File: config.mk
export PLATFORM = sky130hd
export DESIGN_NAME = flash_status_poller
export DESIGN_NICKNAME = d
export VERILOG_FILES = /design/src/rtl/fsp_pkg.sv /design/src/rtl/fsp_judge.sv /design/src/rtl/fsp_poll_cnt.sv /design/src/rtl/flash_status_poller.sv
export SDC_FILE = /design/constraint.sdc
export NUM_CORES = 1
export LEC_CHECK = 0
export CAP_MARGIN = 20
export CORE_MARGIN = 3
export CORE_UTILIZATION = 45
export CTS_CLUSTER_SIZE = 20
export DETAILED_ROUTE_END_ITERATION = 6
export MAX_ROUTING_LAYER = met4
export PLACE_DENSITY = 0.79
export SLEW_MARGIN = 20
export SYNTH_ARGS = -nofsm -noshare
export SYNTH_HDL_FRONTEND = slang
export SYNTH_HIERARCHICAL = 1
export SYNTH_SLANG_ARGS = --single-unit
File: constraint.sdc
create_clock -name clk_i -period 3.3 [get_ports clk_i]
set_input_delay 0.495 -clock clk_i [delete_from_list [all_inputs] [get_ports clk_i]]
set_output_delay 0.495 -clock clk_i [all_outputs]
set_load 0.01 [all_outputs]
File: src/rtl/fsp_pkg.sv
package fsp_pkg;
  localparam int BIT_POLL = 7;  // complement of written data while busy
  localparam int BIT_TOG  = 6;  // toggles each read while busy
  localparam int BIT_TMO  = 5;  // internal time limit exceeded
  localparam int BIT_WIN  = 3;  // sector-erase window closed
  localparam int BIT_ALT  = 2;  // toggles only in erasing/suspended sectors

  typedef enum logic [2:0] {
    VD_BUSY,
    VD_DONE,
    VD_SUSP,
    VD_TMO,
    VD_FAIL
  } verdict_e;

  typedef enum logic [1:0] {
    ST_IDLE,
    ST_POLL,
    ST_WIN
  } state_e;
endpackage

File: src/rtl/fsp_judge.sv
module fsp_judge
  import fsp_pkg::*;
(
  input  logic     tog_mode_i,
  input  logic     exp_poll_i,
  input  logic     have_prev_i,
  input  logic     rechk_i,
  input  logic     cur_poll_i,
  input  logic     cur_tmo_i,
  input  logic     cur_tog_i,
  input  logic     prev_tog_i,
  input  logic     cur_alt_i,
  input  logic     prev_alt_i,
  output verdict_e verdict_o
);
  logic toggling, alt_moving;

  assign toggling   = cur_tog_i ^ prev_tog_i;
  assign alt_moving = cur_alt_i ^ prev_alt_i;

  always_comb begin
    verdict_o = VD_BUSY;
    if (!tog_mode_i) begin
      if (cur_poll_i == exp_poll_i) verdict_o = VD_DONE;
      else if (rechk_i)             verdict_o = VD_FAIL;
      else if (cur_tmo_i)           verdict_o = VD_TMO;
    end else if (have_prev_i) begin
      if (!toggling)                verdict_o = alt_moving ? VD_SUSP : VD_DONE;
      else if (rechk_i)             verdict_o = VD_FAIL;
      else if (cur_tmo_i)           verdict_o = VD_TMO;
    end
  end
endmodule

File: src/rtl/fsp_poll_cnt.sv
module fsp_poll_cnt #(
  parameter int MAX_POLLS = 64
) (
  input  logic clk_i,
  input  logic rst_ni,
  input  logic clr_i,
  input  logic inc_i,
  output logic last_o
);
  localparam int CW = $clog2(MAX_POLLS + 1);

  logic [CW-1:0] cnt_q;

  always_ff @(posedge clk_i or negedge rst_ni) begin
    if (!rst_ni)    cnt_q <= '0;
    else if (clr_i) cnt_q <= '0;
    else if (inc_i) cnt_q <= cnt_q + 1'b1;
  end

  assign last_o = (cnt_q == CW'(MAX_POLLS - 1));

  assert_no_overflow_R8: assert property (@(posedge clk_i) disable iff (!rst_ni)
    cnt_q < CW'(MAX_POLLS));
endmodule

File: src/rtl/flash_status_poller.sv
module flash_status_poller
  import fsp_pkg::*;
#(
  parameter int DW        = 8,
  parameter int MAX_POLLS = 64
) (
  input  logic          clk_i,
  input  logic          rst_ni,
  input  logic          start_i,
  input  logic          tog_mode_i,
  input  logic          erase_i,
  input  logic [DW-1:0] exp_data_i,
  input  logic          win_chk_i,
  output logic          rd_req_o,
  input  logic          rd_valid_i,
  input  logic [DW-1:0] rd_data_i,
  output logic          busy_o,
  output logic          done_o,
  output logic          fail_o,
  output logic          susp_o,
  output logic          rst_cmd_o,
  output logic          win_vld_o,
  output logic          win_closed_o,
  output logic          win_rej_o
);
  localparam logic [DW-1:0] RD_USED  = DW'(8'hEC);
  localparam logic [DW-1:0] EXP_USED = DW'(8'h80);

  state_e   state_q;
  verdict_e verdict;
  logic tog_q, exp_q, have_prev_q, rechk_q, prev_tog_q, prev_alt_q, seen_chk_q;
  logic done_q, fail_q, susp_q, rstc_q, win_vld_q, win_closed_q, win_rej_q;
  logic cnt_clr, cnt_inc, cnt_last, rd_take;
  logic unused_bits;

  assign unused_bits = ^{rd_data_i & ~RD_USED, exp_data_i & ~EXP_USED};

  fsp_judge u_judge (
    .tog_mode_i (tog_q),
    .exp_poll_i (exp_q),
    .have_prev_i(have_prev_q),
    .rechk_i    (rechk_q),
    .cur_poll_i (rd_data_i[BIT_POLL]),
    .cur_tmo_i  (rd_data_i[BIT_TMO]),
    .cur_tog_i  (rd_data_i[BIT_TOG]),
    .prev_tog_i (prev_tog_q),
    .cur_alt_i  (rd_data_i[BIT_ALT]),
    .prev_alt_i (prev_alt_q),
    .verdict_o  (verdict)
  );

  assign rd_take = (state_q == ST_POLL) && rd_valid_i;
  assign cnt_clr = (state_q == ST_IDLE) && start_i;
  assign cnt_inc = rd_take && (verdict == VD_BUSY) && !cnt_last;

  fsp_poll_cnt #(.MAX_POLLS(MAX_POLLS)) u_cnt (
    .clk_i (clk_i),
    .rst_ni(rst_ni),
    .clr_i (cnt_clr),
    .inc_i (cnt_inc),
    .last_o(cnt_last)
  );

  always_ff @(posedge clk_i or negedge rst_ni) begin
    if (!rst_ni) begin
      state_q      <= ST_IDLE;
      tog_q        <= 1'b0;
      exp_q        <= 1'b0;
      have_prev_q  <= 1'b0;
      rechk_q      <= 1'b0;
      prev_tog_q   <= 1'b0;
      prev_alt_q   <= 1'b0;
      seen_chk_q   <= 1'b0;
      done_q       <= 1'b0;
      fail_q       <= 1'b0;
      susp_q       <= 1'b0;
      rstc_q       <= 1'b0;
      win_vld_q    <= 1'b0;
      win_closed_q <= 1'b0;
      win_rej_q    <= 1'b0;
    end else begin
      done_q    <= 1'b0;
      fail_q    <= 1'b0;
      susp_q    <= 1'b0;
      rstc_q    <= 1'b0;
      win_vld_q <= 1'b0;
      unique case (state_q)
        ST_IDLE: begin
          if (start_i) begin
            state_q     <= ST_POLL;
            tog_q       <= tog_mode_i;
            exp_q       <= erase_i | exp_data_i[BIT_POLL];
            have_prev_q <= 1'b0;
            rechk_q     <= 1'b0;
            seen_chk_q  <= 1'b0;
          end else if (win_chk_i) begin
            state_q <= ST_WIN;
          end
        end
        ST_POLL: begin
          if (rd_valid_i) begin
            have_prev_q <= 1'b1;
            prev_tog_q  <= rd_data_i[BIT_TOG];
            prev_alt_q  <= rd_data_i[BIT_ALT];
            unique case (verdict)
              VD_DONE: begin done_q <= 1'b1; state_q <= ST_IDLE; end
              VD_SUSP: begin susp_q <= 1'b1; state_q <= ST_IDLE; end
              VD_TMO:  rechk_q <= 1'b1;
              VD_FAIL: begin
                fail_q  <= 1'b1;
                rstc_q  <= 1'b1;
                state_q <= ST_IDLE;
              end
              default: if (cnt_last) begin
                fail_q  <= 1'b1;
                state_q <= ST_IDLE;
              end
            endcase
          end
        end
        ST_WIN: begin
          if (rd_valid_i) begin
            win_vld_q    <= 1'b1;
            win_closed_q <= rd_data_i[BIT_WIN];
            win_rej_q    <= rd_data_i[BIT_WIN] & seen_chk_q;
            seen_chk_q   <= 1'b1;
            state_q      <= ST_IDLE;
          end
        end
        default: state_q <= ST_IDLE;
      endcase
    end
  end

  assign rd_req_o     = (state_q == ST_POLL) || (state_q == ST_WIN);
  assign busy_o       = (state_q != ST_IDLE);
  assign done_o       = done_q;
  assign fail_o       = fail_q;
  assign susp_o       = susp_q;
  assign rst_cmd_o    = rstc_q;
  assign win_vld_o    = win_vld_q;
  assign win_closed_o = win_closed_q;
  assign win_rej_o    = win_rej_q;

  assert_one_outcome_R11: assert property (@(posedge clk_i) disable iff (!rst_ni)
    $onehot0({done_o, fail_o, susp_o, win_vld_o}));
  assert_outcome_after_read_R11: assert property (@(posedge clk_i) disable iff (!rst_ni)
    (done_o || fail_o || susp_o) |-> $past(rd_take));
  assert_busy_ends_with_outcome_R11: assert property (@(posedge clk_i) disable iff (!rst_ni)
    $fell(busy_o) |-> (done_o || fail_o || susp_o || win_vld_o));
  assert_reset_req_with_fail_R6: assert property (@(posedge clk_i) disable iff (!rst_ni)
    rst_cmd_o |-> fail_o);
  assert_recheck_is_final_R5: assert property (@(posedge clk_i) disable iff (!rst_ni)
    (rd_take && rechk_q) |=> !busy_o);
  assert_reject_needs_closed_R10: assert property (@(posedge clk_i) disable iff (!rst_ni)
    win_rej_o |-> win_closed_o);
endmodule

Yosys cells after proc, flatten, opt, wreduce, memory -nomap -nowiden:

Index checks and enable logic that the tools add are counted.

* add/sub/neg operators: 1
* equal/unequal tests: 15
* multiplexer cells: 38
* bitwise logic cells: 4
* reduce and logical (&&, ||, !) cells: 21

Operator list (number)
* two-way mux 1 bit: 18
* two-way mux 3 bit: 5
* two-way mux 2 bit: 7
* two-way mux 7 bit: 2
* inequality test 2 bit (second input constant): 4
* case mux 1 bit (2 select lines): 4
* nonzero test 2 bit: 4
* adder 7 x 1 -> 7 bit (second input constant): 1
* == test 7 x 6 -> 1 bit (second input constant): 1
* == test 3 x 2 -> 1 bit (second input constant): 2
* inequality test 3 bit (second input constant): 2
* case mux 2 bit (3 select lines): 1
* AND reduction 2 bit: 3
* AND reduction 3 bit: 2
* OR reduction 3 bit: 2
* AND reduction 5 bit: 1
* logical AND 1 bit: 4
* case mux 2 bit (2 select lines): 1
* AND reduction 4 bit: 1
* == test 3 x 1 -> 1 bit (second input constant): 1
* == test 3 bit (second input constant): 1
* zero test 3 bit: 1
* == test 2 x 1 -> 1 bit (second input constant): 1
* == test 2 bit (second input constant): 1
* other kinds (8): 9

* bits in registers: 23
* input bits: 23
* output and inout port bits: 9
* logic and storage cells: 95

Longest topological paths before layout:

Gate-level depths: netlist of the first run.

* word-level depth: 10
* mapped depth: 8
* mapped depth without buffers: 8

By module:

The synthesis of the first run kept the hierarchy.

By module, submodules not included
* flash_status_poller: instances 1, cells an instance 72, area an instance 760.7 sq um, seq. area each 400.4 sq um
* fsp_poll_cnt: instances 1, cells an instance 30, area an instance 324.1 sq um, seq. area each 175.2 sq um
* fsp_judge: instances 1, cells an instance 16, area an instance 117.6 sq um, seq. area each 0.0 sq um

Least setup slack after synthesis of the first run:

No wires, ideal clock.

* path kind: input-to-reg
* start point: input rd_data_i[6]
* end point: register u_cnt.cnt_q[5]
* library setup time: 78 ps
* arrival: 2567 ps
* required time: 3222 ps
* path slack: 655 ps
* cell stages on the path: 8
* buffers on the path: 0
* cells stage by stage: xnor2_2 mux2i_1 a22o_1 nor2_1 nor4b_1 nand4_2 or3_1 a21oi_1

* word-level cells in the longest chain between the ends: 8

RTL lines
* start: declaration: RTL line flash_status_poller.sv:16 `input logic [DW-1:0] rd_data_i,`
* bitwise XOR 1 bit: RTL line fsp_judge.sv:18 `assign toggling = cur_tog_i ^ prev_tog_i;`
* two-way mux 3 bit: RTL line fsp_judge.sv:28 `if (!toggling) verdict_o = alt_moving ? VD_SUSP : VD_DONE;`
* two-way mux 3 bit: RTL line fsp_judge.sv:27 `end else if (have_prev_i) begin`
* two-way mux 3 bit: RTL line fsp_judge.sv:23 `if (!tog_mode_i) begin`
* net verdict[1]: RTL line flash_status_poller.sv:30 `verdict_e verdict;`
* zero test 3 bit: RTL line flash_status_poller.sv:54 `assign cnt_inc = rd_take && (verdict == VD_BUSY) && !cnt_last;`
* logical AND 1 bit (2 in a row): RTL line flash_status_poller.sv:54
* net cnt_inc: RTL line flash_status_poller.sv:33 `logic cnt_clr, cnt_inc, cnt_last, rd_take;`
* nonzero test 2 bit (no source line)
* end signal: assignment: RTL line fsp_poll_cnt.sv:17 `else if (inc_i) cnt_q <= cnt_q + 1'b1;`
* end: declaration: RTL line fsp_poll_cnt.sv:12 `logic [CW-1:0] cnt_q;`

The timed path passes the listed nets, and every way through them passes these cells.
A chain may end at the register's enable or synchronous reset.

Worst setup path in the final report of the first run:

Ends and elaborated chain as after synthesis.

==> results of run 1 <==
==> worst max-delay path: cells and delay by family <==
family | cells | cell delay [ns]
AO/OA/AOI/OAI | 2 | 0.46
buffers and inverters | 2 | 0.66
XOR/XNOR | 1 | 0.23
AND/OR/NAND/NOR | 4 | 0.89
multiplexers | 1 | 0.11
==> metrics by stage <==
step / area [um^2] / total power, W / setup WS (ns) / util / instances
floorplan: 1202 / 0.0007336 / 0.6552 / - / 118
global placement: 1446 / 0.0008670 / 0.4100 / 0.5786 / 169
detailed placement: 1446 / 0.0008961 / 0.3552 / 0.5786 / 169
CTS: 1473 / 0.001035 / 0.6820 / 0.5891 / 173
global route: 1468 / 0.001095 / 0.4939 / 0.5871 / 173
finish: 1468 / 0.001024 / 0.7109 / 0.5871 / 173
==> final timing paths <==
path                              start              to  slack (ns)  depth (start not counted)
max                        rd_data_i[6]  u_cnt/cnt_q[5]        0.71                         10
min                              rst_ni      prev_alt_q        0.13                          1
max reg2reg                  prev_tog_q  u_cnt/cnt_q[5]        0.91                          9
min reg2reg                   win_rej_o       win_rej_o        0.50                          2
max in group asynchronous        rst_ni       win_rej_o        2.83                          1
min in group clk_i            win_rej_o       win_rej_o        0.50                          2
==> cells by family after synthesis <==
family,share of synthesized area
simple gates,0.1717
compound gates,0.1405
flops,0.4787
buf+inv,0.04059
xor+xnor,0.06452
fa+ha+maj,0.04162
mux,0.06243
==> routing by layer <==
metal | vias to the layer above | track usage | wire length (um)
met5 | - | - | 0
met4 | 0 | 0.05960 | 36
met3 | 5 | 0.02227 | 105
met2 | 22 | 0.2774 | 1268
met1 | 479 | 0.1775 | 1036
li1 | 461 | - | -
==> final cells by class <==
cell class | count | share of cell area
inverters | 10 | 0.02558
well taps | 30 | 0.02558
multi-input cells | 84 | 0.3939
flip-flops and latches | 23 | 0.3922
repair buffers | 22 | 0.1449
clock buffers | 4 | 0.01790
==> power by group through the flow <==
| stage | combinational, W | clock [W] | sequential [W] |
|---|---|---|---|
| final | 0.000492 | 0.000128 | 0.000404 |
| after CTS | 0.000495 | 0.000136 | 0.000405 |
| after global routing | 0.000538 | 0.000142 | 0.000415 |
| after detailed placement | 0.000486 | 0 | 0.000410 |
| after floorplan | 0.000327 | 0 | 0.000407 |
| after global placement | 0.000463 | 0 | 0.000404 |
==> cells in the final DEF, fill, tap and decap left out, drive strengths merged, types with 2 or more instances in the layout <==
| master | instances |
|---|---|
| dfrtp | 23 |
| clkdlybuf4s50 | 20 |
| nor2 | 14 |
| inv | 10 |
| nand2 | 10 |
| a21oi | 8 |
| o21ai | 7 |
| mux2 | 4 |
| xor2 | 4 |
| ha | 4 |
| clkbuf | 4 |
| xnor2 | 4 |
| mux2i | 3 |
| nand4 | 3 |
| nor3b | 2 |
| nand2b | 2 |
| nand3 | 2 |
| or3 | 2 |
| a21boi | 2 |
| buf | 2 |
==> summary.md, run 1 <==
| Metric | Value |
|---|---|
| Num CTS Buffers | 3 |
| Worst Path Required | 3.55 ns |
| Top-area cell type share of the netlist area | 0.4787 |
| Initial core utilization | 0.4810 |
| Placer Congestion | 0.7907 |
| Startpoint Class | primary input |
| Htree depth | 1 |
| Max reg flops | 7 |
| Top cells by count, synth | dfrtp_1, nor2_1, inv_1, nand2_1, a21oi_1 |
| Grt ovf | 0 |
| Final setup viols | 0 |
| Pin count of the biggest net entering global routing | 24 |
| Yosys top cell by area | dfrtp_1 |
| Internal power | 0.0006252 W |
| Clock buffer depth | 2 |
| GRT Total Usage | 0.1565 |
| Hold crit path type | primary input to asynchronous set/reset pin |
| Unrepaired setup endpoints after global routing | no |
| Most flop-heavy register | u_cnt/cnt_q |
| Die footprint | 3328 um^2 |
| Cells after Synth | 118 |
| Max Cap Viol | 0 |
| FF/Latch Area | 575.6 um^2 |
| Fraction of registers with async set/reset | 1.000 |
| Switching share of total power | 0.3893 |
| WL per Instance | 14.14 um |
| Post-synth EDFFs | 0 |
| HPWL Detailed | 1765 um |
| Slowest CP cell | clkdlybuf4s50_1 |
| Worst path arrival time | 2.84 ns |
| Synth Area per Inst | 10.19 um^2 |
| First-pass iteration count of the detailed router | 4 |
| Top_reg_cell synth | dfrtp_1 |
| Worst vdd ir | 0.0004566 V |
| CP max stage delay | 0.46 ns |
| Cell area after synthesis | 1202 um^2 |
| Post_cts resized | 0 |
| Proportion of layout cells with a drive suffix above 1 | 0.09091 |
| Total core area | 2500 um^2 |
| Count leader, synth | dfrtp_1 |
| Setup TNS | 0 ns |
| Clk sink count | 23 |
| Hold_ws | 0.1313 ns |
| CTS tree | built |
| Site row count | 18 |
| Root buffer cell | clkbuf_4 |
| Clock Latency Late Sink | 0.31 ns |
| Crit Path Max Fanout | 7 |
| Die width | 57.69 um |
| Seq/Total Area, Yosys | 0.4787 |
| PortBufs | 21 |
| Number of global-route vias before repair | 979 |
| Actual slew at the worst max-slew pin | 0.5523 ns |
| FMAX | 386.2 MHz |
| Initial antenna violation count | 0 |
| P_leak | 0.6641 nW |
| Tcrit/Tclk final | 0.7846 |
| Routed WL | 2446 um |
| First-pass GRT wire length | 3946 um |
| Synth-to-Final Area Change | 22.06% |
| DR vias/cell | 5.590 |
| Ant diodes | 0 |
| Die Y | 57.69 um |
| YS warnings | 6 |
| IO Pins | 32 |
| Clock Skew | 0.003528 ns |
| Final Net Count | 171 |
| Top cells by area, synth | dfrtp_1, nor2_1, ha_1 |
| Antenna-violating nets left | 0 |
| Yosys cell types | 34 |
| Slew Limit Fails | 0 |
| Fillers | 224 |
| Area of the multi-input gates | 578.1 um^2 |
| Post-CTS Hold Fix Bufs | 0 |
| Net Switching | 0.0003986 W |
| P per Cell Area | 697.6 nW/um^2 |
| Clock transition at path regs | 0.12 ns |
| Setup bufs post-CTS | 0 |
| Kind of critical path | primary input to flip-flop |
| Largest regs | u_cnt/cnt_q (7), state_q (2) |
| Sequential Power Share | 0.394 |
| DR DRC count | 0 |
| Clk pwr share | 0.125 |
| Fin crit period | 2.589 ns |
| Synthesized net count | 145 |
| Final Hold Viols | 0 |
| DR vias | 967 |
| Gate power share | 0.481 |
| Status | finished, final reports clean |
| FF+latch count, synth | 23 |
| CP Cell Sequence | clkdlybuf4s50_1, xnor2_2, mux2i_1, a22o_1, nor2_1, nor4b_1, buf_4, nand4_2, or3_1, a21oi_1 |
| Worst setup EP type | flip-flop |
| Starting DRT DRC Count | 43 |
| Max-slew headroom | 0.6310 |
(Power assumes the default switching activity.)
==> inputs of run 2 (changes only) <==
==> constraint.sdc (replaced) <==
create_clock -name clk_i -period 2.5 [get_ports clk_i]
set_input_delay 0.375 -clock clk_i [delete_from_list [all_inputs] [get_ports clk_i]]
set_output_delay 0.375 -clock clk_i [all_outputs]
set_load 0.01 [all_outputs]
==> run 2 against run 1 <==
Net effect:
- critical path depth is the same
- clock-buffer cell count decreased by 1
- combinational power up 45%
- non-clock buffer count is 11 higher
- highest routed layer unchanged
- via count down 1.7%
- register-to-register slack got worse by 0.65 ns
- largest power group unchanged
- flip-flop and latch count unchanged
- critical path type unchanged
- clock skew decreased by 0.0024 ns
==> summary.md, run 2 (same netlist as run 1, synthesis figures left out) <==
| Metric | Value |
|---|---|
| Max-slew headroom | 0.7690 (+0.1381) |
| Worst R2R Start | prev_tog_q |
| Kind of critical path | primary input to flip-flop |
| Site row count | 18 (unchanged) |
| Root buffer cell | clkbuf_4 |
| DR DRC count | 0 (unchanged) |
| Post-CTS Hold Fix Bufs | 0 (unchanged) |
| FMAX | 431.7 MHz |
| Routed WL | 2514 um (+2.8%) |
| Initial antenna violation count | 0 (unchanged) |
| First-pass iteration count of the detailed router | 4 (unchanged) |
| CTS tree | built |
| Most flop-heavy register | u_cnt/cnt_q |
| Max reg flops | 7 (unchanged) |
| Clock Latency Late Sink | 0.31 ns (about the same) |
| Initial core utilization | 0.4810 (unchanged) |
| Htree depth | 1 (unchanged) |
| Commonest non-fill, non-tap cell in the layout | dfrtp_1 |
| P per Cell Area | 907.4 nW/um^2 (+30%) |
| Crit Path Max Fanout | 3 (-4) |
| Worst Path Required | 2.74 ns (-0.81 ns) |
| Post-Layout Cell Count | 184 (+6.4%) |
| Ant diodes | 0 (unchanged) |
| Worst path arrival time | 2.56 ns (-0.28 ns) |
| Worst vdd ir | 0.0005623 V (+23%) |
| Worst setup EP type | flip-flop |
| First-pass GRT wire length | 4533 um (+15%) |
| Die width | 57.69 um (unchanged) |
| Final Hold Viols | 0 (unchanged) |
| Commonest cells after routing, fill and taps aside | dfrtp_1, clkdlybuf4s50_1, nor2_1, buf_4 |
| Num CTS Buffers | 3 (unchanged) |
| Total core area | 2500 um^2 (unchanged) |
| Die footprint | 3328 um^2 (unchanged) |
| Number of global-route vias before repair | 1030 (+5.2%) |
| Placer Congestion | 0.7766 (-1.8%) |
| Final setup viols | 0 (unchanged) |
| Final Net Count | 182 (+6.4%) |
| Clock Skew | 0.001154 ns (-0.002374 ns) |
| Placed cells | 180 (+6.5%) |
| DR vias/cell | 5.168 (-7.5%) |
| Hold crit path type | primary input to asynchronous set/reset pin |
| Pin count of the biggest net entering global routing | 24 (unchanged) |
| Clk sink count | 23 (unchanged) |
| WL per Instance | 13.66 um (-3.4%) |
| HPWL Detailed | 1971 um (+12%) |
| Proportion of layout cells with a drive suffix above 1 | 0.1623 (+0.07143) |
| Slew Limit Fails | 0 (unchanged) |
| Post_cts resized | 0 (unchanged) |
| Synth-to-Final Area Change | 29.97% |
| DR vias | 951 (-1.7%) |
| Clock buffer depth | 2 (unchanged) |
| Actual slew at the worst max-slew pin | 0.3457 ns (-0.2066 ns) |
| Fin crit period | 2.317 ns |
| IO Pins | 32 (unchanged) |
| Unrepaired setup endpoints after global routing | no |
| Setup bufs post-CTS | 0 (unchanged) |
| Worst Setup SP | rd_data_i[6] |
| Grt ovf | 0 (unchanged) |
| Reg2reg setup slack | 0.26 ns (-0.65 ns) |
| Starting DRT DRC Count | 19 (-56%) |
| Die Y | 57.69 um (unchanged) |
| P_leak | 0.7239 nW (+9.0%) |
| GRT Total Usage | 0.1813 (+0.02484) |
| Antenna-violating nets left | 0 (unchanged) |
| Pwr Total | 0.001418 W (+38%) |
| Clock transition at path regs | 0.12 ns (about the same) |
| Worst r2r path cells | 9 (unchanged) |
| PortBufs | 21 (unchanged) |
| Startpoint Class | primary input |
| Tcrit/Tclk final | 0.9266 |
| Fillers | 210 (-6.3%) |
| Status | finished, final reports clean |
| Max Cap Viol | 0 (unchanged) |
| Largest regs | u_cnt/cnt_q (7), state_q (2) |
| Worst r2r dst | u_cnt/cnt_q[5] |
==> run 2: cell types whose count changed in the layout (fill, tap and decap cells not counted), sizes merged <==
cell,delta
buf,+10
clkbuf,-1
clkdlybuf4s50,+1
clkinv,+1
==> run 2: metal layers <==
metal,GRT usage,share of wire,vias to the layer above
met5,-,0,-
met4,0.04967,0.012,0
met3,0.04900,0.042,5
met2,0.3145,0.53,17
met1,0.2052,0.41,450
li1,-,-,479
==> run 2: how the worst max path moves through the flow <==
| stage | to | slack (ns) |
|---|---|---|
| 6_report | u_cnt/cnt_q[5] | 0.18 |
| 5_1_grt | u_cnt/cnt_q[5] | 0.02 |
| 4_1_cts | u_cnt/cnt_q[5] | 0.17 |
| 3_5_place_dp | u_cnt/cnt_q[5] | -0.14 |
| 3_3_place_gp | u_cnt/cnt_q[5] | -0.06 |
| 2_1_floorplan | u_cnt/cnt_q[5] | 0.22 |
==> run 2: report_power, final <==
| part | leakage [nW] | internal, W | switching, W |
|---|---|---|---|
| Clock | 0.0177 | 0.0000599 | 0.000111 |
| Sequential | 0.306 | 0.000465 | 0.0000706 |
| Combinational | 0.400 | 0.000353 | 0.000359 |
| Total | 0.724 | 0.000877 | 0.000541 |
==> run 2: area by class of cell <==
type,count,area [um^2],area share
Clock buffer,3,22.52,0.01441
Timing Repair Buffer,33,300.3,0.1922
Inverter,10,37.54,0.02402
Sequential cell,23,575.6,0.3683
Tap cell,30,37.54,0.02402
Multi-Input combinational cell,84,584.3,0.3739
Clock inverter,1,5.005,0.003203
==> run 2: stage by stage <==
stage               setup WS, ns    util   TNS, ns  area, um^2  hold slack, ns
floorplan                 0.2218       -         0        1209         0.07941
global placement        -0.06381  0.6141  -0.08020        1535          0.4638
detailed placement       -0.1411  0.6141   -0.4244        1535          0.4861
CTS                       0.1737  0.6251         0        1563          0.3971
global route             0.01985  0.6251         0        1563          0.4052
finish                    0.1834  0.6251         0        1563          0.3981
==> run 2: worst max-delay path: stages <==
cell,delay [ns]
clkdlybuf4s50_1,0.46
xnor2_2,0.24
mux2i_1,0.12
a22o_1,0.26
nor2_1,0.16
nor4b_2,0.22
buf_4,0.16
nand4_2,0.11
or3_1,0.31
a21oi_1,0.15
